`src/rtl/mbx_pkg.sv`:
```
`timescale 1ns/1ps
package mbx_pkg;
   typedef enum logic [1:0] {
      OWN_FREE = 2'd0,
      OWN_CTL  = 2'd1,
      OWN_HOST = 2'd2
   } owner_e;

   // host register word addresses
   localparam int ADR_OWNER  = 0;
   localparam int ADR_INBOX  = 1;
   localparam int ADR_OUTBOX = 2;
   localparam int ADR_CMD    = 3;
   localparam int ADR_STATUS = 4;

   // command register bit positions (decoded by both sides)
   localparam int CMD_TO_CTL = 27;
   localparam int CMD_PWR    = 28;
   localparam int CMD_PEND   = 29;
   localparam int CMD_HC     = 30;
   localparam int CMD_IEN    = 31;

   // status register bit positions
   localparam int ST_HANG = 1;
   localparam int ST_EN   = 3;
endpackage

```
`src/rtl/mbx_owner_arb.sv`:
```
`timescale 1ns/1ps
module mbx_owner_arb
   import mbx_pkg::*;
(
   input  logic   clk,
   input  logic   rst_n,
   input  logic   host_take,
   input  logic   host_free,
   input  logic   noreply_seen,
   input  logic   ctl_claim,
   input  logic   ctl_release,
   output owner_e owner
);
   owner_e owner_q, owner_d;

   always_comb begin
      owner_d = owner_q;
      if (ctl_release)
         owner_d = OWN_FREE;
      else if (ctl_claim && owner_q == OWN_FREE)
         owner_d = OWN_CTL;
      else if (host_take && owner_q == OWN_FREE)
         owner_d = OWN_HOST;
      else if (host_free &&
               (owner_q == OWN_HOST || (owner_q == OWN_CTL && noreply_seen)))
         owner_d = OWN_FREE;
   end

   always_ff @(posedge clk or negedge rst_n) begin
      if (!rst_n) owner_q <= OWN_FREE;
      else        owner_q <= owner_d;
   end

   assign owner = owner_q;

   // only the three defined codes ever appear
   a_r1_owner_legal: assert property (@(posedge clk) disable iff (!rst_n)
      owner_q != 2'd3);

   // host claim of a busy mailbox leaves the owner alone
   a_r2_claim_blocked: assert property (@(posedge clk) disable iff (!rst_n)
      (host_take && owner_q != OWN_FREE && !ctl_release) |=> owner_q == $past(owner_q));

   // a tie on a free mailbox goes to the controller
   a_r3_tie_ctl_wins: assert property (@(posedge clk) disable iff (!rst_n)
      (host_take && ctl_claim && !ctl_release && owner_q == OWN_FREE) |=> owner_q == OWN_CTL);
endmodule

```
`src/rtl/mbx_cmd_reg.sv`:
```
`timescale 1ns/1ps
module mbx_cmd_reg
   import mbx_pkg::*;
#(
   parameter int TYPE_W = 8,
   parameter logic [TYPE_W-1:0] ACK_CODE = 'h80,
   parameter logic [TYPE_W-1:0] NAK_CODE = 'h81
) (
   input  logic              clk,
   input  logic              rst_n,
   input  logic              wr_cmd,
   input  logic [4:0]        wr_bits,    // host data bits 31:27
   input  owner_e            owner,
   input  logic [TYPE_W-1:0] inbox_type,
   input  logic              ctl_post,
   input  logic              ctl_consume,
   output logic [4:0]        cmd_bits,   // stored bits 31:27
   output logic              ctl_pend
);
   localparam int LO      = CMD_TO_CTL;
   localparam int N_BITS  = CMD_IEN - CMD_TO_CTL + 1;
   localparam int I_PEND  = CMD_PEND - LO;
   localparam int I_IEN   = CMD_IEN - LO;
   localparam int I_TOCTL = CMD_TO_CTL - LO;

   logic [N_BITS-1:0] bits_q;
   logic is_reply, ring, deliver, pend_q;

   assign is_reply = (inbox_type == ACK_CODE) || (inbox_type == NAK_CODE);
   assign ring     = wr_cmd && wr_bits[I_IEN] && wr_bits[I_TOCTL];
   assign deliver  = ring && (owner == OWN_HOST || is_reply);

   for (genvar b = 0; b < N_BITS; b++) begin : g_bit
      if (b == I_PEND) begin : g_pend
         always_ff @(posedge clk or negedge rst_n) begin
            if (!rst_n)        bits_q[b] <= 1'b0;
            else if (ctl_post) bits_q[b] <= 1'b1;
            else if (wr_cmd)   bits_q[b] <= wr_bits[b];
         end
      end else begin : g_plain
         always_ff @(posedge clk or negedge rst_n) begin
            if (!rst_n)      bits_q[b] <= 1'b0;
            else if (wr_cmd) bits_q[b] <= wr_bits[b];
         end
      end
   end

   always_ff @(posedge clk or negedge rst_n) begin
      if (!rst_n)           pend_q <= 1'b0;
      else if (deliver)     pend_q <= 1'b1;
      else if (ctl_consume) pend_q <= 1'b0;
   end

   assign cmd_bits = bits_q;
   assign ctl_pend = pend_q;

   // a refused doorbell never raises the controller interrupt
   a_r6_refused: assert property (@(posedge clk) disable iff (!rst_n)
      (ring && owner != OWN_HOST && !is_reply && !pend_q) |=> !pend_q);

   // a post always leaves the pending bit set
   a_r8_post_pend: assert property (@(posedge clk) disable iff (!rst_n)
      ctl_post |=> bits_q[I_PEND]);

   // clearing write without a competing post drops the pending bit
   a_r9_clear: assert property (@(posedge clk) disable iff (!rst_n)
      (wr_cmd && !wr_bits[I_PEND] && !ctl_post) |=> !bits_q[I_PEND]);
endmodule

```
`src/rtl/mbx_status.sv`:
```
`timescale 1ns/1ps
module mbx_status (
   input  logic clk,
   input  logic rst_n,
   input  logic wr_st,
   input  logic wr_hang,   // host data bit for the hang flag
   input  logic wr_en,     // host data bit for the enable
   input  logic ctl_hang,
   output logic hang,
   output logic en
);
   logic hang_q, en_q;

   always_ff @(posedge clk or negedge rst_n) begin
      if (!rst_n) begin
         hang_q <= 1'b0;
         en_q   <= 1'b0;
      end else begin
         if (ctl_hang)               hang_q <= 1'b1;
         else if (wr_st && wr_hang)  hang_q <= 1'b0;
         if (wr_st)                  en_q   <= wr_en;
      end
   end

   assign hang = hang_q;
   assign en   = en_q;

   // a hang report always latches
   a_r10_hang_latch: assert property (@(posedge clk) disable iff (!rst_n)
      ctl_hang |=> hang_q);
endmodule

```
`src/rtl/mbx_dual_owner.sv`:
```
`timescale 1ns/1ps
module mbx_dual_owner
   import mbx_pkg::*;
#(
   parameter int DATA_W = 32,
   parameter int TYPE_W = 8,
   parameter int ADDR_W = 3,
   parameter logic [TYPE_W-1:0] ACK_CODE     = 'h80,
   parameter logic [TYPE_W-1:0] NAK_CODE     = 'h81,
   parameter logic [TYPE_W-1:0] NOREPLY_CODE = 'h06
) (
   input  logic              clk,
   input  logic              rst_n,
   input  logic [ADDR_W-1:0] host_addr,
   input  logic              host_wr,
   input  logic [DATA_W-1:0] host_wdata,
   output logic [DATA_W-1:0] host_rdata,
   output logic              host_msg_irq,
   output logic              host_hang_irq,
   input  logic              ctl_claim,
   input  logic              ctl_release,
   input  logic              ctl_post,
   input  logic [DATA_W-1:0] ctl_post_data,
   input  logic              ctl_consume,
   input  logic              ctl_hang,
   output logic              ctl_irq,
   output logic [DATA_W-1:0] ctl_inbox,
   output logic [1:0]        mbx_owner
);
   localparam int TYPE_LO = DATA_W - TYPE_W;
   localparam int CMD_LO  = CMD_TO_CTL;

   if (DATA_W < CMD_IEN + 1) begin : g_chk_w
      $error("DATA_W too small for the command register bits");
   end
   if (TYPE_W < 2 || TYPE_W > DATA_W - 8) begin : g_chk_t
      $error("TYPE_W out of range");
   end
   if (ADDR_W < 3) begin : g_chk_a
      $error("ADDR_W too small for the register map");
   end

   logic w_owner, w_inbox, w_cmd, w_st;
   assign w_owner = host_wr && host_addr == ADDR_W'(ADR_OWNER);
   assign w_inbox = host_wr && host_addr == ADDR_W'(ADR_INBOX);
   assign w_cmd   = host_wr && host_addr == ADDR_W'(ADR_CMD);
   assign w_st    = host_wr && host_addr == ADDR_W'(ADR_STATUS);

   logic [DATA_W-1:0] inbox_q, outbox_q;
   logic noreply_q;
   owner_e owner;

   always_ff @(posedge clk or negedge rst_n) begin
      if (!rst_n) begin
         inbox_q   <= '0;
         outbox_q  <= '0;
         noreply_q <= 1'b0;
      end else begin
         if (w_inbox) inbox_q <= host_wdata;
         if (ctl_post) begin
            outbox_q  <= ctl_post_data;
            noreply_q <= ctl_post_data[DATA_W-1 -: TYPE_W] == NOREPLY_CODE;
         end
      end
   end

   mbx_owner_arb u_own (
      .clk          (clk),
      .rst_n        (rst_n),
      .host_take    (w_owner && host_wdata == DATA_W'(OWN_HOST)),
      .host_free    (w_owner && host_wdata == DATA_W'(OWN_FREE)),
      .noreply_seen (noreply_q),
      .ctl_claim    (ctl_claim),
      .ctl_release  (ctl_release),
      .owner        (owner)
   );

   logic [4:0] cmd_bits;
   logic       pend;

   mbx_cmd_reg #(
      .TYPE_W   (TYPE_W),
      .ACK_CODE (ACK_CODE),
      .NAK_CODE (NAK_CODE)
   ) u_cmd (
      .clk         (clk),
      .rst_n       (rst_n),
      .wr_cmd      (w_cmd),
      .wr_bits     (host_wdata[CMD_IEN:CMD_LO]),
      .owner       (owner),
      .inbox_type  (inbox_q[DATA_W-1 -: TYPE_W]),
      .ctl_post    (ctl_post),
      .ctl_consume (ctl_consume),
      .cmd_bits    (cmd_bits),
      .ctl_pend    (pend)
   );

   logic hang, st_en;

   mbx_status u_st (
      .clk      (clk),
      .rst_n    (rst_n),
      .wr_st    (w_st),
      .wr_hang  (host_wdata[ST_HANG]),
      .wr_en    (host_wdata[ST_EN]),
      .ctl_hang (ctl_hang),
      .hang     (hang),
      .en       (st_en)
   );

   logic [DATA_W-1:0] cmd_word, st_word;
   always_comb begin
      cmd_word = '0;
      cmd_word[CMD_IEN:CMD_LO] = cmd_bits;
      st_word = '0;
      st_word[ST_HANG] = hang;
      st_word[ST_EN]   = st_en;
   end

   always_comb begin
      case (host_addr)
         ADDR_W'(ADR_OWNER):  host_rdata = DATA_W'(owner);
         ADDR_W'(ADR_INBOX):  host_rdata = inbox_q;
         ADDR_W'(ADR_OUTBOX): host_rdata = outbox_q;
         ADDR_W'(ADR_CMD):    host_rdata = cmd_word;
         ADDR_W'(ADR_STATUS): host_rdata = st_word;
         default:             host_rdata = '0;
      endcase
   end

   assign host_msg_irq  = cmd_bits[CMD_PEND-CMD_LO] && cmd_bits[CMD_IEN-CMD_LO];
   assign host_hang_irq = hang && st_en;
   assign ctl_irq       = pend;
   assign ctl_inbox     = inbox_q;
   assign mbx_owner     = owner;

   // posted word reaches the outbound register
   a_r8_outbox: assert property (@(posedge clk) disable iff (!rst_n)
      ctl_post |=> outbox_q == $past(ctl_post_data));

   // the no-reply flag follows the type byte of the latest post
   a_r5_type_field: assert property (@(posedge clk) disable iff (!rst_n)
      ctl_post |=> noreply_q == ($past(ctl_post_data[DATA_W-1 -: TYPE_W]) == NOREPLY_CODE));
endmodule

```
`config.mk`:
```
export PLATFORM = sky130hd
export DESIGN_NAME = mbx_dual_owner
export DESIGN_NICKNAME = d
export VERILOG_FILES = /design/src/rtl/mbx_pkg.sv /design/src/rtl/mbx_owner_arb.sv /design/src/rtl/mbx_cmd_reg.sv /design/src/rtl/mbx_status.sv /design/src/rtl/mbx_dual_owner.sv
export SDC_FILE = /design/constraint.sdc
export NUM_CORES = 1
export LEC_CHECK = 0
export BUFFER_PORTS_ARGS = -buffer_cell sky130_fd_sc_hd__buf_2
export CELL_PAD_IN_SITES_DETAIL_PLACEMENT = 0
export CELL_PAD_IN_SITES_GLOBAL_PLACEMENT = 1
export CORE_ASPECT_RATIO = 1.4
export CORE_MARGIN = 2
export CORE_UTILIZATION = 40
export CTS_CLUSTER_SIZE = 8
export DETAILED_ROUTE_END_ITERATION = 6
export PLACE_DENSITY = 0.82
export SETUP_SLACK_MARGIN = 0.4
export SKIP_CTS_REPAIR_TIMING = 1
export SLEW_MARGIN = 20
export SYNTH_ARGS = -nofsm -noshare
export SYNTH_HDL_FRONTEND = slang
export SYNTH_SLANG_ARGS = --single-unit
```
`constraint.sdc`:
```
create_clock -name clk -period 3.8 [get_ports clk]
set_clock_uncertainty 0.15 [all_clocks]
set_input_delay 0.19 -clock clk [delete_from_list [all_inputs] [get_ports clk]]
set_output_delay 0.19 -clock clk [all_outputs]
set_load 0.02 [all_outputs]
```
==> reports/results.txt, run 1 <==
RSZ-0062 raised after global routing: no
register area share after synthesis: 0.543
failing checks: negative hold slack
WP data required: 3860 ps
Final Cell Area: 5190 µm²
num rows: 40
crit path kind: in2reg
Num Clock Sinks: 75
Cell Pwr Density: 464 nW/µm²
CTS Buffer Depth: 2
f_max: 0.471 GHz
worst min path class: in2reg
Initial Utilization: 0.406
Flop pwr share: 0.423
Inst Count DP: 495
Unique masters post-synth: 38
Root Buffer: clkbuf_16
Worst IR Drop VDD: 0.000286 V
post-route antenna net violation count: 0
most frequent cells in the layout: buf_2 (142), dfrtp_1 (75), dlygate4sd3_1 (66)
YS warnings: 0
I/O pin cnt: 144
Synth Cell Area: 3460 µm²
Remaining DRCs: 0
area added between synthesis and finish: 50.3%
Max Slew Vio Count: 0
Net Count, Synth: 336
final wirelength: 9.81 mm
Vias per Instance: 5.11
Core Util, Final: 0.610
syn avg cell area: 13.2 µm²
Min Clock Period, post-route: 2120 ps
Final Non-Filler Cells: 578
crit start category: primary input
Gate Count Post-Synth: 261
routed len/inst: 17.0 µm
Main synth FF type: dfrtp_1
Slew @ Worst Pin: 932 ps
DRT Pass-1 Iters: 4
Tot GR Track Use: 0.191
initial antenna violation count: 0
crit path capture type: register
final period utilization: 0.558
Nets: 543
total die area: 9410 µm²
combinational share of power: 0.233
run status: complete, but fails checks
Hold WS: -4.17 ps
# diodes: 0
initial drt markers: 124
DP HPWL: 6.56 mm
CTS H-Tree Depth: 3
DR vias: 2955
worst rel slew slack: 0.378
total grt overflow: 0
max cap viols: 0
clk_lat worst skew: 330 ps
TritonCTS clock tree: yes
EDFF count, synth: 0
crit path max fanout: 32
clock transition at the registers of the reported paths: 50 ps
first-pass GRT wire length: 13.2 mm
Sw Share: 0.289
placed cell area: 4230 µm²
sw power: 0.696 mW
Setup TNS Final: 0 ps
Worst EP arrival: 2180 ps
async set-reset flop share out of synthesis: 1.00
final setup vio count: 0
Die Height: 114 µm
core area: 8510 µm²
share of cells above drive strength 1: 0.436
DIE WIDTH: 82.6 µm
Int Pwr: 1.71 mW
largest net degree at the start of global routing: 76
commonest non-fill, non-tap cell in the layout: buf_2
total CTS buffers: 9
Clk pwr share: 0.343
I/O Buffers: 143
Pleak: 2.45 nW
RePlAce Congestion: 0.796
final-report hold violation count: 1
vias in the first global route: 2561
FF+latch count, synth: 75
[cells by family after synthesis]
kind of cell,count (synthesis),synth area share
multiplexers,76,0.247
AO/OA/AOI/OAI,41,0.0930
AND/OR/NAND/NOR,50,0.0869
flip-flops,75,0.543
buffers and inverters,19,0.0300
[path summary, 6_finish.rpt]
kind                                            from                         end  slack [ps]  cells after the start
setup / recovery                        host_addr[0]   ctl_inbox[29]$_DFFE_PN0P_        1680                      6
hold / removal                           ctl_release  u_own.owner[1]$_DFFE_PN0P_          -4                      3
setup reg to reg           ctl_inbox[25]$_DFFE_PN0P_  u_cmd.ctl_pend$_DFFE_PN0P_        2260                      4
hold reg to reg             outbox_q[16]$_DFFE_PN0P_    outbox_q[16]$_DFFE_PN0P_         360                      1
max in group asynchronous                      rst_n     outbox_q[9]$_DFFE_PN0P_        2500                      2
min in group asynchronous                      rst_n    outbox_q[31]$_DFFE_PN0P_         400                      2
[flip-flops by register name, indices dropped and copies added (netlist names)]
register,count
outbox_q,32
noreply_q,1
u_cmd.cmd_bits,5
ctl_inbox,32
u_st.hang,1
u_st.en,1
u_own.owner,2
u_cmd.ctl_pend,1
[cell type report]
| type | instances | area [µm²] |
|---|---|---|
| clock inverters | 2 | 35.0 |
| fillers | 704 | 3320 |
| clock buffers | 14 | 254 |
| repair buffers | 211 | 1400 |
| flip-flops and latches | 75 | 1880 |
| well taps | 105 | 131 |
| multi-input cells | 167 | 1480 |
| inverters | 4 | 15.0 |
[per-layer routing]
metal,vias up,share of wire,global-route usage
met3,18,0.049,0.0324
met1,1443,0.39,0.239
met5,-,0,0
met2,100,0.53,0.316
li1,1394,-,-
met4,0,0.023,0.0896
[worst max-delay path, stage by stage]
cell and delay, ps:
buf_2 260, inv_2 110, nor3_4 160, buf_4 310, and2_2 740, mux2_1 390
[synth_stat cells (2+ instances only)]
cell | number | area share
and2_1 | 4 | 0.0072
mux2_2 | 44 | 0.14
a21oi_1 | 2 | 0.0029
nand2b_1 | 3 | 0.0054
nand4_1 | 3 | 0.0054
dfrtp_1 | 75 | 0.54
a22o_1 | 24 | 0.061
mux2_1 | 30 | 0.098
nor2_1 | 12 | 0.013
a21o_1 | 2 | 0.0043
inv_1 | 3 | 0.0033
buf_2 | 5 | 0.0072
a22oi_1 | 5 | 0.011
nand2_1 | 5 | 0.0054
nor4_1 | 10 | 0.018
nand3b_1 | 2 | 0.0043
buf_6 | 3 | 0.0098
o21ai_0 | 4 | 0.0058
clkbuf_1 | 3 | 0.0033
mux2i_1 | 2 | 0.0058
buf_1 | 3 | 0.0033
[power by group through the flow]
stage	Sequential [mW]	Clock, mW	Combinational, mW
6_report	1.02	0.827	0.562
3_3_place_gp	1.03	0	0.501
3_5_place_dp	1.03	0	0.509
5_1_grt	1.03	0.884	0.605
2_1_floorplan	1.10	0	0.216
4_1_cts	1.02	0.844	0.511
[metrics by stage]
stage	worst slack, ps	total power [mW]
finish	1680	2.41
global route	1530	2.52
CTS	1510	2.37
detailed placement	1320	1.54
global placement	1370	1.53
floorplan	2220	1.32
Power figures use the tool's default switching activity.
==> run 2: changes to the inputs <==
- ABC_AREA: not set -> 1
- CORE_UTILIZATION: 40 -> 35
- PLACE_DENSITY: 0.82 -> 0.77
- clock period: 3.8 -> 2.2 ns (I/O delays scaled with it)
==> reports/results.txt, run 2 <==
DIE WIDTH: 89.9 µm (was 82.6 µm)
Cell Pwr Density: 766 nW/µm² (was 464 nW/µm²)
max cap viols: 0 (unchanged)
Nets: 702 (was 543)
worst setup path startpoint: u_own.owner[1]$_DFFE_PN0P_ (was host_addr[0])
vias in the first global route: 3188 (was 2561)
sw power: 1.26 mW (was 0.696 mW)
Main synth FF type: dfrtp_1 (unchanged)
most frequent cell after synthesis: nand2_1 (was dfrtp_1)
commonest non-fill, non-tap cell in the layout: buf_2 (unchanged)
FF+latch count, synth: 75 (unchanged)
clk_lat worst skew: 330 ps (about the same)
I/O pin cnt: 144 (unchanged)
R2R Setup Slk: 650 ps (was 2260 ps)
Clk pwr share: 0.345 (was 0.343)
Net Count, Synth: 489 (was 336)
DRT Pass-1 Iters: 4 (unchanged)
CTS H-Tree Depth: 3 (unchanged)
WP data required: 2320 ps (was 3860 ps)
Max Slew Vio Count: 0 (unchanged)
total grt overflow: 0 (unchanged)
Num Clock Sinks: 75 (unchanged)
routed len/inst: 14.0 µm (was 17.0 µm)
Gate Count Post-Synth: 414 (was 261)
main area contributors after synthesis: dfrtp_1 (52%), nand2_1 (11%), o21ai_0 (9.7%) (was dfrtp_1 (54%), mux2_2 (14%), mux2_1 (9.8%))
Worst EP arrival: 1670 ps (was 2180 ps)
Unique masters post-synth: 27 (was 38)
most frequent cells in the layout: buf_2 (142), nand2_1 (109), dfrtp_1 (75) (was buf_2 (142), dfrtp_1 (75), dlygate4sd3_1 (66))
combinational share of power: 0.241 (was 0.233)
CP max stage cell: dlygate4sd3_1 (was and2_2)
Worst IR Drop VDD: 0.000422 V (was 0.000286 V)
initial antenna violation count: 0 (unchanged)
clock transition at the registers of the reported paths: 60 ps (was 50 ps)
syn avg cell area: 8.74 µm² (was 13.2 µm²)
Synth Cell Area: 3620 µm² (was 3460 µm²)
crit start category: register (was primary input)
Min Clock Period, post-route: 1550 ps
Synth top area share: 0.519 (was 0.543)
Synth top cells by count: nand2_1 (109), dfrtp_1 (75), o21ai_0 (70) (was dfrtp_1 (75), mux2_2 (44), mux2_1 (30))
register area share after synthesis: 0.519 (was 0.543)
final worst slack: 649 ps (was 1680 ps)
Slew @ Worst Pin: 599 ps (was 932 ps)
Stages on worst setup path: 4 (was 6)
cell taking the most area after synthesis: dfrtp_1 (unchanged)
final wirelength: 10.8 mm (was 9.81 mm)
Root Buffer: clkbuf_16 (unchanged)
core area: 10000 µm² (was 8510 µm²)
Reg2Reg Depth: 4 (unchanged)
Flop pwr share: 0.413 (was 0.423)
crit path kind: reg2reg (was in2reg)
RSZ-0062 raised after global routing: no (unchanged)
worst rel slew slack: 0.601 (was 0.378)
Sw Share: 0.299 (was 0.289)
TritonCTS clock tree: yes (unchanged)
num rows: 43 (was 40)
pre-CTS setup slack: 610 ps (was 1320 ps)
FF-to-FF End: u_own.owner[0]$_DFFE_PN0P_ (was u_cmd.ctl_pend$_DFFE_PN0P_)
RePlAce Congestion: 0.797 (was 0.796)
largest net degree at the start of global routing: 76 (unchanged)
Remaining DRCs: 0 (unchanged)
async set-reset flop share out of synthesis: 1.00 (unchanged)
Fillers: 939 (was 704)
worst path bufs/invs: 1 (was 3)
Die Height: 124 µm (was 114 µm)
# diodes: 0 (unchanged)
worst r2r src: u_own.owner[1]$_DFFE_PN0P_ (was ctl_inbox[25]$_DFFE_PN0P_)
critical-path cell list: nor2_1 > nand3_1 > dlygate4sd3_1 > nand2_1 (was buf_2 > inv_2 > nor3_4 > buf_4 > and2_2 > mux2_1)
DP HPWL: 7.45 mm (was 6.56 mm)
CTS Buffer Depth: 2 (unchanged)
Int Pwr: 2.94 mW (was 1.71 mW)
final setup vio count: 0 (unchanged)
total die area: 11200 µm² (was 9410 µm²)
I/O Buffers: 143 (unchanged)
EDFF count, synth: 0 (unchanged)
post-route antenna net violation count: 0 (unchanged)
final-report hold violation count: 0 (was 1)
worst min path class: in2reg (unchanged)
share of cells above drive strength 1: 0.305 (was 0.436)
Tot GR Track Use: 0.181 (was 0.191)
crit path max fanout: 5 (was 32)
area added between synthesis and finish: 51.2% (was 50.3%)
cell family with most CP delay: buffers and inverters (was simple AND/OR/NAND/NOR gates)
crit path capture type: register (unchanged)
final period utilization: 0.705
first-pass GRT wire length: 16.0 mm (was 13.2 mm)
crit-path max cell delay: 560 ps (was 740 ps)
total CTS buffers: 9 (unchanged)
Initial Utilization: 0.362 (was 0.406)
Worst Setup EP: u_own.owner[0]$_DFFE_PN0P_ (was ctl_inbox[29]$_DFFE_PN0P_)
run status: complete, no violations (was complete, but fails checks)
DR vias: 3531 (was 2955)
YS warnings: 0 (unchanged)
Vias per Instance: 4.60 (was 5.11)
initial drt markers: 179 (was 124)
f_max: 0.645 GHz
Pleak: 2.87 nW (was 2.45 nW)
Setup TNS Final: 0 ps (unchanged)
[run 2: cell count changes in the layout (fill, tap and decap cells not counted), sizes merged, moves of 4 or more]
| cell | change |
|---|---|
| nand2 | +106 |
| o21ai | +67 |
| inv | +55 |
| mux2 | -51 |
| a22o | -23 |
| nor2 | +17 |
| nor4 | -8 |
| a22oi | -5 |
| dlygate4sd3 | +5 |
| and2 | -4 |
| nand3 | +4 |
| o221ai | +4 |
[run 2: worst min-delay path by stage]
stage | start | slack (ps) | endpoint | cells after the start
detailed placement | rst_n | 9 | outbox_q[3]$_DFFE_PN0P_ | 2
finish | ctl_post | 30 | outbox_q[26]$_DFFE_PN0P_ | 3
CTS | rst_n | -350 | outbox_q[3]$_DFFE_PN0P_ | 2
floorplan | rst_n | -340 | ctl_inbox[0]$_DFFE_PN0P_ | 0
global placement | rst_n | 6 | outbox_q[3]$_DFFE_PN0P_ | 2
global route | ctl_post | 80 | outbox_q[1]$_DFFE_PN0P_ | 3
[run 2: metal layers]
layer | share of wire | track usage
met1 | 0.43 | 0.235
met2 | 0.51 | 0.301
met3 | 0.044 | 0.0248
met4 | 0.020 | 0.0796
met5 | 0 | 0
[run 2: tightest hold or removal path, cell delays in order]
cell,delay (ps)
buf_2,210
nand2_1,90
o21ai_0,60
[run 2: area by class of cell]
type	count	area [µm²]	share of cell area
Clock buffer	11	243	0.0444
Clock inverter	5	52.6	0.00960
Inverter	59	221	0.0405
Multi-Input combinational cell	263	1430	0.261
Sequential cell	75	1880	0.343
Tap cell	135	169	0.0309
Timing Repair Buffer	219	1480	0.270
[run 2: logic make-up after synthesis]
kind of cell           share of synthesized area
DFF                                        0.519
AOI/OAI and AO/OA                          0.123
and+or+nand+nor                            0.178
muxes                                     0.0944
buffers and inverters                     0.0861
[run 2: per-stage QoR]
step | std cells | cell area (µm²) | power, mW | hold WS (ps) | utilization
floorplan | 414 | 3620 | 2.27 | -336 | -
CTS | 696 | 4760 | 4.12 | -347 | 0.476
global placement | 680 | 4470 | 2.65 | 6.43 | 0.446
finish | 767 | 5470 | 4.19 | 31.2 | 0.547
detailed placement | 680 | 4470 | 2.67 | 9.11 | 0.446
global route | 767 | 5470 | 4.39 | 77.2 | 0.547
[run 2: power groups by stage]
stage | Sequential [mW] | Combinational (mW) | Clock, mW
CTS | 1.73 | 0.914 | 1.48
floorplan | 1.87 | 0.399 | 0
finish | 1.73 | 1.01 | 1.45
global placement | 1.75 | 0.902 | 0
detailed placement | 1.75 | 0.912 | 0
global route | 1.76 | 1.10 | 1.53
==> run 3: changes to the inputs <==
- ABC_AREA: 1 -> 0
- CORE_UTILIZATION: 35 -> 33
- PLACE_DENSITY: 0.77 -> 0.72
- clock period: 2.2 -> 1.4 ns (I/O delays scaled with it)
==> reports/results.txt, run 3 (synthesis gave the netlist of run 1 again) <==
Worst EP arrival: 1430 ps (was 1670 ps)
Die Height: 125 µm (was 124 µm)
initial antenna violation count: 0 (unchanged)
DIE WIDTH: 90.5 µm (was 89.9 µm)
crit path kind: reg2out (was reg2reg)
cell mode on critical path: buf_6
Final Cell Area: 6730 µm² (was 5470 µm²)
Overall Power: 7.61 mW (was 4.19 mW)
CTS Buffer Depth: 2 (unchanged)
Num Clock Sinks: 75 (unchanged)
RSZ-0062 raised after global routing: yes (was no)
Initial Utilization: 0.336 (was 0.362)
sw power: 2.27 mW (was 1.26 mW)
R2R Setup Slk: -110 ps (was 650 ps)
Slew @ Worst Pin: 439 ps (was 599 ps)
crit path max fanout: 4 (was 5)
I/O pin cnt: 144 (unchanged)
Pleak: 3.18 nW (was 2.87 nW)
Inst Count DP: 577 (was 680)
run status: complete, but fails checks (was complete, no violations)
clock transition at the registers of the reported paths: 60 ps (about the same)
hold endpoint: ctl_inbox[29]$_DFFE_PN0P_ (was outbox_q[26]$_DFFE_PN0P_)
DR vias: 3312 (was 3531)
most frequent cells in the layout: buf_2 (75), buf_4 (68), dfrtp_1 (67) (was buf_2 (142), nand2_1 (109), dfrtp_1 (75))
worst path bufs/invs: 2 (was 1)
placed cell area: 5120 µm² (was 4470 µm²)
DRT Pass-1 Iters: 4 (unchanged)
Tot GR Track Use: 0.187 (was 0.181)
Remaining DRCs: 0 (unchanged)
Vias per Instance: 4.91 (was 4.60)
vias in the first global route: 3126 (was 3188)
share of cells above drive strength 1: 0.690 (was 0.305)
Clk pwr share: 0.288 (was 0.345)
cell family with most CP delay: flip-flops (was buffers and inverters)
critical-path cell list: buf_6 > mux2i_1 > nor2_1 > a31oi_1 > nor2_2 > buf_6 (was nor2_1 > nand3_1 > dlygate4sd3_1 > nand2_1)
Int Pwr: 5.33 mW (was 2.94 mW)
I/O Buffers: 143 (unchanged)
first-pass GRT wire length: 16.4 mm (was 16.0 mm)
post-route antenna net violation count: 0 (unchanged)
hold depth: 3 (unchanged)
failing checks: negative hold slack, negative setup slack
RePlAce Congestion: 0.821 (was 0.797)
worst hold start: host_wdata[29] (was ctl_post)
Final Non-Filler Cells: 674 (was 767)
Nets: 606 (was 702)
crit-path max cell delay: 430 ps (was 560 ps)
Cell Pwr Density: 1130 nW/µm² (was 766 nW/µm²)
Fillers: 733 (was 939)
final period utilization: 1.18
final wirelength: 12.7 mm (was 10.8 mm)
largest net degree at the start of global routing: 37 (was 76)
max cap viols: 0 (unchanged)
crit start category: register (unchanged)
routed len/inst: 18.8 µm (was 14.0 µm)
commonest non-fill, non-tap cell in the layout: buf_2 (unchanged)
total CTS buffers: 9 (unchanged)
CP max stage cell: dfrtp_2 (was dlygate4sd3_1)
Max Slew Vio Count: 0 (unchanged)
Root Buffer: clkbuf_16 (unchanged)
worst min path class: in2reg (unchanged)
CTS H-Tree Depth: 3 (unchanged)
# diodes: 0 (unchanged)
Hold WS: -78.3 ps (was 31.2 ps)
Worst IR Drop VDD: 0.000619 V (was 0.000422 V)
f_max: 0.605 GHz
worst rel slew slack: 0.703 (was 0.601)
Sw Share: 0.299 (about the same)
Min Clock Period, post-route: 1650 ps
final setup vio count: 26 (was 0)
clk_lat worst skew: 330 ps (about the same)
total grt overflow: 0 (unchanged)
final-report hold violation count: 27 (was 0)
Flop pwr share: 0.376 (was 0.413)
FF-to-FF End: u_own.owner[1]$_DFFE_PN0P_ (was u_own.owner[0]$_DFFE_PN0P_)
num rows: 44 (was 43)
Reg2Reg Depth: 5 (was 4)
Core Util, Final: 0.654 (was 0.547)
worst r2r src: u_own.owner[1]$_DFFE_PN0P_ (unchanged)
area added between synthesis and finish: 94.9% (was 51.2%)
combinational share of power: 0.336 (was 0.241)
total die area: 11300 µm² (was 11200 µm²)
crit path capture type: output port (was register)
TritonCTS clock tree: yes (unchanged)
initial drt markers: 88 (was 179)
DP HPWL: 7.82 mm (was 7.45 mm)
core area: 10300 µm² (was 10000 µm²)
WP data required: 1180 ps (was 2320 ps)
final worst slack: -253 ps (was 649 ps)
run 3: cell types whose count changed in the layout (fill, tap and decap cells not counted), moves of 14 or more:
cell	change
inv_1	-53
mux2_2	+37
nor2_1	-22
mux2_4	+14
dlygate4sd3_1	-17
o21ai_0	-69
buf_6	+62
buf_2	-67
buf_4	+63
a22o_4	+23
nand2_1	-105
run 3: tightest hold or removal path: cells and delay by family:
kind,cells,cell delay (ps)
buf+inv,2,190
mux,1,120
run 3: final cells by class:
| class | count | area, µm² | area share |
|---|---|---|---|
| Clock buffer | 12 | 256 | 0.0381 |
| Sequential cell | 75 | 1890 | 0.280 |
| Multi-Input combinational cell | 167 | 1960 | 0.291 |
| Inverter | 4 | 17.5 | 0.00260 |
| Clock inverter | 4 | 25.0 | 0.00372 |
| Timing Repair Buffer | 274 | 2410 | 0.359 |
| Tap cell | 138 | 173 | 0.0256 |
run 3: per-layer routing:
| metal | part of all wire | GRT usage |
|---|---|---|
| met1 | 0.40 | 0.227 |
| met2 | 0.54 | 0.326 |
| met3 | 0.046 | 0.0476 |
| met4 | 0.014 | 0.0552 |
| met5 | 0 | 0 |
run 3: power groups by stage:
stage | combinational [mW] | sequential (mW) | clock, mW
2_1_floorplan | 0.874 | 3.06 | 0
3_3_place_gp | 1.82 | 2.82 | 0
5_1_grt | 2.68 | 2.91 | 2.33
6_report | 2.56 | 2.86 | 2.19
4_1_cts | 1.85 | 2.81 | 2.21
3_5_place_dp | 1.84 | 2.84 | 0
run 3: through the flow:
step                      setup WS (ps)  hold WS (ps)  TNS (ps)
after floorplan                    4.06          -376         0
after global placement             -348          -197     -2700
after detailed placement           -380          -189     -3560
after CTS                          -310          -548     -3680
after global routing               -310         -75.9     -3660
final                              -253         -78.3     -2310
run 3: how the worst max path moves through the flow:
stage / end / start / cells after the start / slack, ps
floorplan: u_own.owner[1]$_DFFE_PN0P_ / u_own.owner[1]$_DFFE_PN0P_ / 4 / 4
global route: host_rdata[0] / u_own.owner[0]$_DFFE_PN0P_ / 6 / -310
CTS: host_rdata[1] / u_own.owner[1]$_DFFE_PN0P_ / 6 / -310
detailed placement: u_own.owner[1]$_DFFE_PN0P_ / host_wdata[5] / 7 / -380
finish: host_rdata[0] / u_own.owner[0]$_DFFE_PN0P_ / 6 / -250
global placement: u_own.owner[0]$_DFFE_PN0P_ / host_wdata[5] / 7 / -350
